$ cat src/rtl/spi_boot_pkg.sv
package spi_boot_pkg;
    localparam int          TGT_W     = 16;
    localparam int          MEM_SEL_W = 2;
    localparam logic [7:0]  CMD_READ  = 8'h03;
    localparam logic [7:0]  REC_BASE  = 8'h04;
    localparam logic [7:0]  TYPE_EXEC = 8'd3;
    localparam logic [7:0]  TYPE_LAST_MEM = 8'd2;
    localparam logic [31:0] SIG_WORD  = 32'h564C_5349;

    typedef enum logic [3:0] {
        ST_STRAP, ST_SIG_CMD, ST_SIG_RD, ST_SIG_CHK,
        ST_REC_CMD, ST_HDR, ST_DATA, ST_EXEC, ST_SKIP
    } ldr_state_t;
endpackage

$ cat src/rtl/spi_byte_xfer.sv
module spi_byte_xfer #(
    parameter int HALF_DIV = 2
) (
    input  logic       clk,
    input  logic       rst_n,
    input  logic       start,
    input  logic [7:0] tx_byte,
    input  logic       miso,
    output logic       sclk,
    output logic       mosi,
    output logic       busy,
    output logic       xdone,
    output logic [7:0] rx_byte
);
    localparam int CW = (HALF_DIV > 1) ? $clog2(HALF_DIV) : 1;
    localparam logic [CW-1:0] CNT_TOP = CW'(HALF_DIV - 1);

    logic [CW-1:0] cnt;
    logic [2:0]    bitn;
    logic [7:0]    tx_sh;

    assign mosi = tx_sh[7];

    always_ff @(posedge clk or negedge rst_n) begin
        if (!rst_n) begin
            busy <= 1'b0; sclk <= 1'b0; cnt <= '0; bitn <= '0;
            tx_sh <= '0; rx_byte <= '0; xdone <= 1'b0;
        end else begin
            xdone <= 1'b0;
            if (start && !busy) begin
                busy  <= 1'b1;
                tx_sh <= tx_byte;
                cnt   <= '0;
                bitn  <= '0;
            end else if (busy) begin
                if (cnt == CNT_TOP) begin
                    cnt <= '0;
                    if (!sclk) begin
                        sclk    <= 1'b1;
                        rx_byte <= {rx_byte[6:0], miso};
                    end else begin
                        sclk  <= 1'b0;
                        tx_sh <= {tx_sh[6:0], 1'b0};
                        if (bitn == 3'd7) begin
                            busy  <= 1'b0;
                            xdone <= 1'b1;
                        end else begin
                            bitn <= bitn + 3'd1;
                        end
                    end
                end else begin
                    cnt <= cnt + 1'b1;
                end
            end
        end
    end
endmodule

$ cat src/rtl/boot_sig_match.sv
module boot_sig_match
    import spi_boot_pkg::*;
(
    input  logic [31:0] sig,
    output logic        is16,
    output logic        is24
);
    assign is16 = (sig == SIG_WORD);
    assign is24 = (sig[23:0] == SIG_WORD[31:8]);
endmodule

$ cat src/rtl/spi_boot_loader.sv
module spi_boot_loader
    import spi_boot_pkg::*;
#(
    parameter int HALF_DIV = 2
) (
    input  logic                 clk,
    input  logic                 rst_n,
    input  logic                 boot_en,
    input  logic                 miso,
    output logic                 sclk,
    output logic                 cs_n,
    output logic                 mosi,
    output logic                 wr_en,
    output logic [MEM_SEL_W-1:0] wr_mem,
    output logic [TGT_W-1:0]     wr_addr,
    output logic [7:0]           wr_data,
    output logic                 done,
    output logic                 skipped,
    output logic [TGT_W-1:0]     exec_addr
);
    ldr_state_t st, nx;
    logic [2:0]       idx;
    logic             mode24;
    logic [31:0]      sig_q;
    logic [7:0]       typ_q;
    logic [TGT_W-1:0] rem_q, tgt_q, off_q;
    logic             xstart, xbusy, xdone, xfer_st, is16, is24, idx_clr;
    logic [7:0]       xtx, xrx;
    logic [2:0]       last_addr_idx;

    spi_byte_xfer #(.HALF_DIV(HALF_DIV)) u_xfer (
        .clk(clk), .rst_n(rst_n), .start(xstart), .tx_byte(xtx), .miso(miso),
        .sclk(sclk), .mosi(mosi), .busy(xbusy), .xdone(xdone), .rx_byte(xrx)
    );

    boot_sig_match u_sig (.sig(sig_q), .is16(is16), .is24(is24));

    assign last_addr_idx = mode24 ? 3'd3 : 3'd2;

    always_ff @(posedge clk or negedge rst_n) begin
        if (!rst_n) st <= ST_STRAP;
        else        st <= nx;
    end

    always_comb begin
        nx = st;
        unique case (st)
            ST_STRAP:   nx = boot_en ? ST_SIG_CMD : ST_SKIP;
            ST_SIG_CMD: if (xdone && idx == 3'd2) nx = ST_SIG_RD;
            ST_SIG_RD:  if (xdone && idx == 3'd3) nx = ST_SIG_CHK;
            ST_SIG_CHK: nx = (is16 || is24) ? ST_REC_CMD : ST_SKIP;
            ST_REC_CMD: if (xdone && idx == last_addr_idx) nx = ST_HDR;
            ST_HDR: if (xdone && idx == 3'd4) begin
                if (typ_q == TYPE_EXEC) nx = ST_EXEC;
                else if (rem_q == '0)   nx = ST_HDR;
                else                    nx = ST_DATA;
            end
            ST_DATA:    if (xdone && rem_q == TGT_W'(1)) nx = ST_HDR;
            ST_EXEC:    nx = ST_EXEC;
            ST_SKIP:    nx = ST_SKIP;
            default:    nx = ST_SKIP;
        endcase
    end

    assign idx_clr = (nx != st) || (st == ST_HDR && xdone && idx == 3'd4);

    always_ff @(posedge clk or negedge rst_n) begin
        if (!rst_n) begin
            idx <= '0; mode24 <= 1'b0; sig_q <= '0; typ_q <= '0;
            rem_q <= '0; tgt_q <= '0; off_q <= '0; exec_addr <= '0;
            wr_en <= 1'b0; wr_mem <= '0; wr_addr <= '0; wr_data <= '0;
        end else begin
            wr_en <= 1'b0;
            if (idx_clr)    idx <= '0;
            else if (xdone) idx <= idx + 3'd1;
            if (st == ST_SIG_CHK) mode24 <= is24 && !is16;
            if (xdone) begin
                unique case (st)
                    ST_SIG_RD: sig_q <= {sig_q[23:0], xrx};
                    ST_HDR: begin
                        unique case (idx)
                            3'd0: typ_q <= xrx;
                            3'd1: rem_q[7:0] <= xrx;
                            3'd2: rem_q[15:8] <= xrx;
                            3'd3: tgt_q[7:0] <= xrx;
                            default: begin
                                tgt_q[15:8] <= xrx;
                                off_q <= '0;
                                if (typ_q == TYPE_EXEC) exec_addr <= {xrx, tgt_q[7:0]};
                            end
                        endcase
                    end
                    ST_DATA: begin
                        rem_q   <= rem_q - TGT_W'(1);
                        off_q   <= off_q + TGT_W'(1);
                        wr_en   <= (typ_q <= TYPE_LAST_MEM);
                        wr_mem  <= typ_q[MEM_SEL_W-1:0];
                        wr_addr <= tgt_q + off_q;
                        wr_data <= xrx;
                    end
                    default: ;
                endcase
            end
        end
    end

    always_comb begin
        xfer_st = (st == ST_SIG_CMD) || (st == ST_SIG_RD) || (st == ST_REC_CMD)
               || (st == ST_HDR) || (st == ST_DATA);
        cs_n    = !xfer_st;
        xstart  = xfer_st && !xbusy && !xdone;
        done    = (st == ST_EXEC);
        skipped = (st == ST_SKIP);
        xtx     = 8'h00;
        if (st == ST_SIG_CMD && idx == 3'd0) xtx = CMD_READ;
        if (st == ST_REC_CMD)
            xtx = (idx == 3'd0) ? CMD_READ : ((idx == last_addr_idx) ? REC_BASE : 8'h00);
    end
endmodule

$ cat config.mk
export PLATFORM = sky130hd
export DESIGN_NAME = spi_boot_loader
export DESIGN_NICKNAME = d
export VERILOG_FILES = /design/src/rtl/spi_boot_pkg.sv /design/src/rtl/spi_byte_xfer.sv /design/src/rtl/boot_sig_match.sv /design/src/rtl/spi_boot_loader.sv
export SDC_FILE = /design/constraint.sdc
export NUM_CORES = 1
export LEC_CHECK = 0
export BUFFER_PORTS_ARGS = -buffer_cell sky130_fd_sc_hd__buf_2
export CORE_AREA = 2 2 144 146
export CTS_CLUSTER_SIZE = 24
export DETAILED_ROUTE_END_ITERATION = 8
export DIE_AREA = 0 0 146 148
export HOLD_SLACK_MARGIN = 0.02
export SLEW_MARGIN = 20
export SYNTH_ARGS = -nofsm -noshare
export SYNTH_HDL_FRONTEND = slang
export SYNTH_SLANG_ARGS = --single-unit
$ cat constraint.sdc
create_clock -name clk -period 4.6 [get_ports clk]
set_clock_uncertainty 0.2 [all_clocks]
set_input_delay 0.23 -clock clk [delete_from_list [all_inputs] [get_ports clk]]
set_output_delay 0.23 -clock clk [all_outputs]
set_load 0.05 [all_outputs]
==> run_results.csv <==
group,metric,value,unit
critical_path,regToRegSetupSlack,1.40,ns
sta,rsz0062_at_grt,"false",
power,powerDensity,388.8,mW/mm^2
critical_path,crit_chain,"nor2_1, nand3_1, nor2_2, nand2_1, nor2_2, mux2_2",
yosys,synth_compound_area_frac,0.1106,
global_route,grt_pass1_vias,5500,
finish,drive_gt1_frac,0.2268,
clock_tree,clock_path_buffers,2,
yosys,ys_top_cells_by_count,"162 x dfrtp_1, 108 x nand2_1, 76 x mux2_2, 49 x nor2_1, 45 x o21ai_0",
yosys,synth_top_family_by_area,"simple AND/OR/NAND/NOR gates",
outcome,status,"completed",
yosys,synth-seq-cells,162,
global_route,grt_max_degree,83,
floorplanning,num_rows,52,
power,vdd_drop_max,0.2454,mV
sta,timing.final.crit_share,0.6948,
critical_path,critPathMaxFanout,16,
yosys,synth.lib_cells_used.distinct,62,
yosys,synth.avg_cell_area,10.61,um^2
placement,gp_congestion,0.8592,
critical_path,slowest_stage,"nor2_2",
routing,drtIter0Drc,258,
power,p_leak,4.409,nW
routing,drc_errors,0,
critical_path,cp.required,4.70,ns
floorplanning,dieWidth,146,um
yosys,synth_top_area_share,0.5163,
critical_path,cp-end-kind,"register",
critical_path,criticalPathCategory,"register to register",
clock_tree,cts_tree,"built",
yosys,ys_warn_count,0,
placement,dpl.hpwl,11490,um
clock_tree,cts.clk_slew.worst_paths,0.07,ns
sta,fin_tns_setup,0,ns
critical_path,slowest_delay,0.82,ns
yosys,synthCells,740,
routing,drt_wl_total,17080,um
routing,ant_nets,0,
yosys,ys.flop_type,"dfrtp_1",
critical_path,cp_num_buf_inv,0,
yosys,synth-adder-area-share,0.04398,
clock_tree,clk_latency,0.42,ns
sta,min_period,3.196,ns
yosys,synth_mux_area_frac,0.1116,
global_route,gr-total-overflow,0,
yosys,post-synth-top-count-cell,"dfrtp_1",
yosys,syn_area,0.007851,mm^2
floorplanning,io_pins,52,
sta,slew_headroom,0.3134,
routing,viasPerCell,5.189,
yosys,synth-xor-area-share,0.03347,
yosys,synthArstFlopShare,1.000,
critical_path,rr_endpoint,"exec_addr[15]$_DFFE_PN0P_",
global_route,grt_pass1_wl,28530,um
critical_path,start_kind,"register",
sta,fmax,312.9,MHz
sta,final_max_slew_viol_count,0,
sta,hold_viol,0,
floorplanning,fp.dieH,148,um
yosys,synth-edff-count,0,
routing,vias,5542,
yosys,syn_nets,771,
run,drv_cap,0,
min_path,hold_path.class,"primary input to asynchronous set/reset pin",
floorplanning,start_util,0.3918,
finish,insertedDiodeCount,0,
sta,worst_pin_slew,1.023,ns
placement,io_buffers,51,
sta,setup_viol,0,
critical_path,timing.rr.start,"st[1]$_DFF_PN0_",
critical_path,cp.arrival,3.30,ns
critical_path,reg2reg_depth,6,
critical_path,critPathTopFamily,"simple AND/OR/NAND/NOR gates",
finish,layout.nets,816,
clock_tree,cts.sink_count,162,
finish,synthToLayoutAreaGrowth,14.77,%
floorplanning,coreArea,0.02004,mm^2
floorplanning,die_area,0.02161,mm^2
yosys,seq_area_frac_synth,0.5163,
critical_path,crit_top_cell,"nor2_2",
clock_tree,clockRootBuffer,"clkbuf_16",
yosys,synthSimpleGateAreaFrac,0.1592,
global_route,grt.total_usage,0.1656,
clock_tree,htreeDepth,4,
routing,dr.pass1.iters,4,
routing,wl_per_cell,16.00,um
yosys,synth_area_leaders,"dfrtp_1 52%, mux2_2 11%, nand2_1 5.2%, ha_1 4.1%, o21ai_0 2.9%",
yosys,synth_top_cell_by_area,"dfrtp_1",
global_route,grt_antenna_before_repair,0,
power,finalPower,3.504,mW
clock_tree,cts_inserted_buffers,17,
## through the flow
step	cells	util	hold WS, ns	setup slack [ns]	cell area [um^2]
2_1_floorplan	740	-	-0.2656	2.074	7851
3_3_place_gp	1033	0.4181	0.1361	1.485	8378
3_5_place_dp	1033	0.4181	0.1346	1.418	8378
4_1_cts	1068	0.4497	0.2342	1.405	9011
5_1_grt	1068	0.4497	0.2891	1.093	9011
6_report	1068	0.4497	0.2205	1.404	9011
## state kept, by name, summed over array words and instances, names as in the netlist
signal,count
u_xfer.rx_byte,8
wr_addr,16
u_xfer.xdone,1
u_xfer.tx_sh,8
u_xfer.bitn,3
off_q,16
u_xfer.cnt,1
tgt_q,16
idx,3
wr_data,8
exec_addr,16
u_xfer.busy,1
wr_mem,2
u_xfer.sclk,1
st,4
rem_q,16
wr_en,1
sig_q,32
typ_q,8
mode24,1
## cell families after synthesis
group / after synthesis
AND/OR/NAND/NOR: 253
AO/OA/AOI/OAI: 141
buffers and inverters: 49
adder cells (fa/ha/maj): 27
multiplexers: 78
XOR/XNOR: 30
flip-flops: 162
## where the power goes
part,switching [mW],internal [mW]
logic,0.190,0.154
clock network,0.602,0.838
registers,0.202,1.52
## cell usage in the layout (no fill, tap or decap), drive strengths merged, types with 12 or more instances in the layout
cell type    n
a21oi       35
buf         60
clkbuf      19
dfrtp      162
ha          26
inv         15
mux2        76
nand2      108
nand3       13
nand4       12
nor2        51
o21ai       50
xor2        20
## layout make-up
cell class,instances,area (um^2)
Multi-Input combinational cell,529,3612
Fill cell,1943,11030
Clock buffer,19,452.9
Sequential cell,162,4054
Timing Repair Buffer,63,359.1
Inverter,12,45.04
Tap cell,270,337.8
Clock inverter,13,150.1
## what timing repair did
item	CTS	global route
setup buffers	0	0
hold buffers	3	0
gates resized for setup	0	0
hold endpoints to repair	82	0
## worst max-delay path by stage
| stage | start | end | slack (ns) | cells past startpoint |
|---|---|---|---|---|
| after detailed placement | st[3]$_DFF_PN0_ | exec_addr[12]$_DFFE_PN0P_ | 1.42 | 6 |
| after CTS | st[1]$_DFF_PN0_ | exec_addr[15]$_DFFE_PN0P_ | 1.40 | 6 |
| after global placement | st[1]$_DFF_PN0_ | exec_addr[14]$_DFFE_PN0P_ | 1.48 | 6 |
| after global routing | st[3]$_DFF_PN0_ | exec_addr[14]$_DFFE_PN0P_ | 1.09 | 6 |
| final | st[1]$_DFF_PN0_ | exec_addr[15]$_DFFE_PN0P_ | 1.40 | 6 |
| after floorplan | off_q[0]$_DFFE_PN0P_ | wr_addr[14]$_DFFE_PN0P_ | 2.07 | 10 |
## metal layers
metal | vias up | GRT usage | wire, um
met1 | 2710 | 0.2224 | 8155
met4 | 0 | 0.04951 | 177
met3 | 12 | 0.03549 | 614
met2 | 97 | 0.2715 | 8136
li1 | 2723 | - | -
met5 | - | 0 | 0
Note: power is estimated with default switching activity, not from simulation.
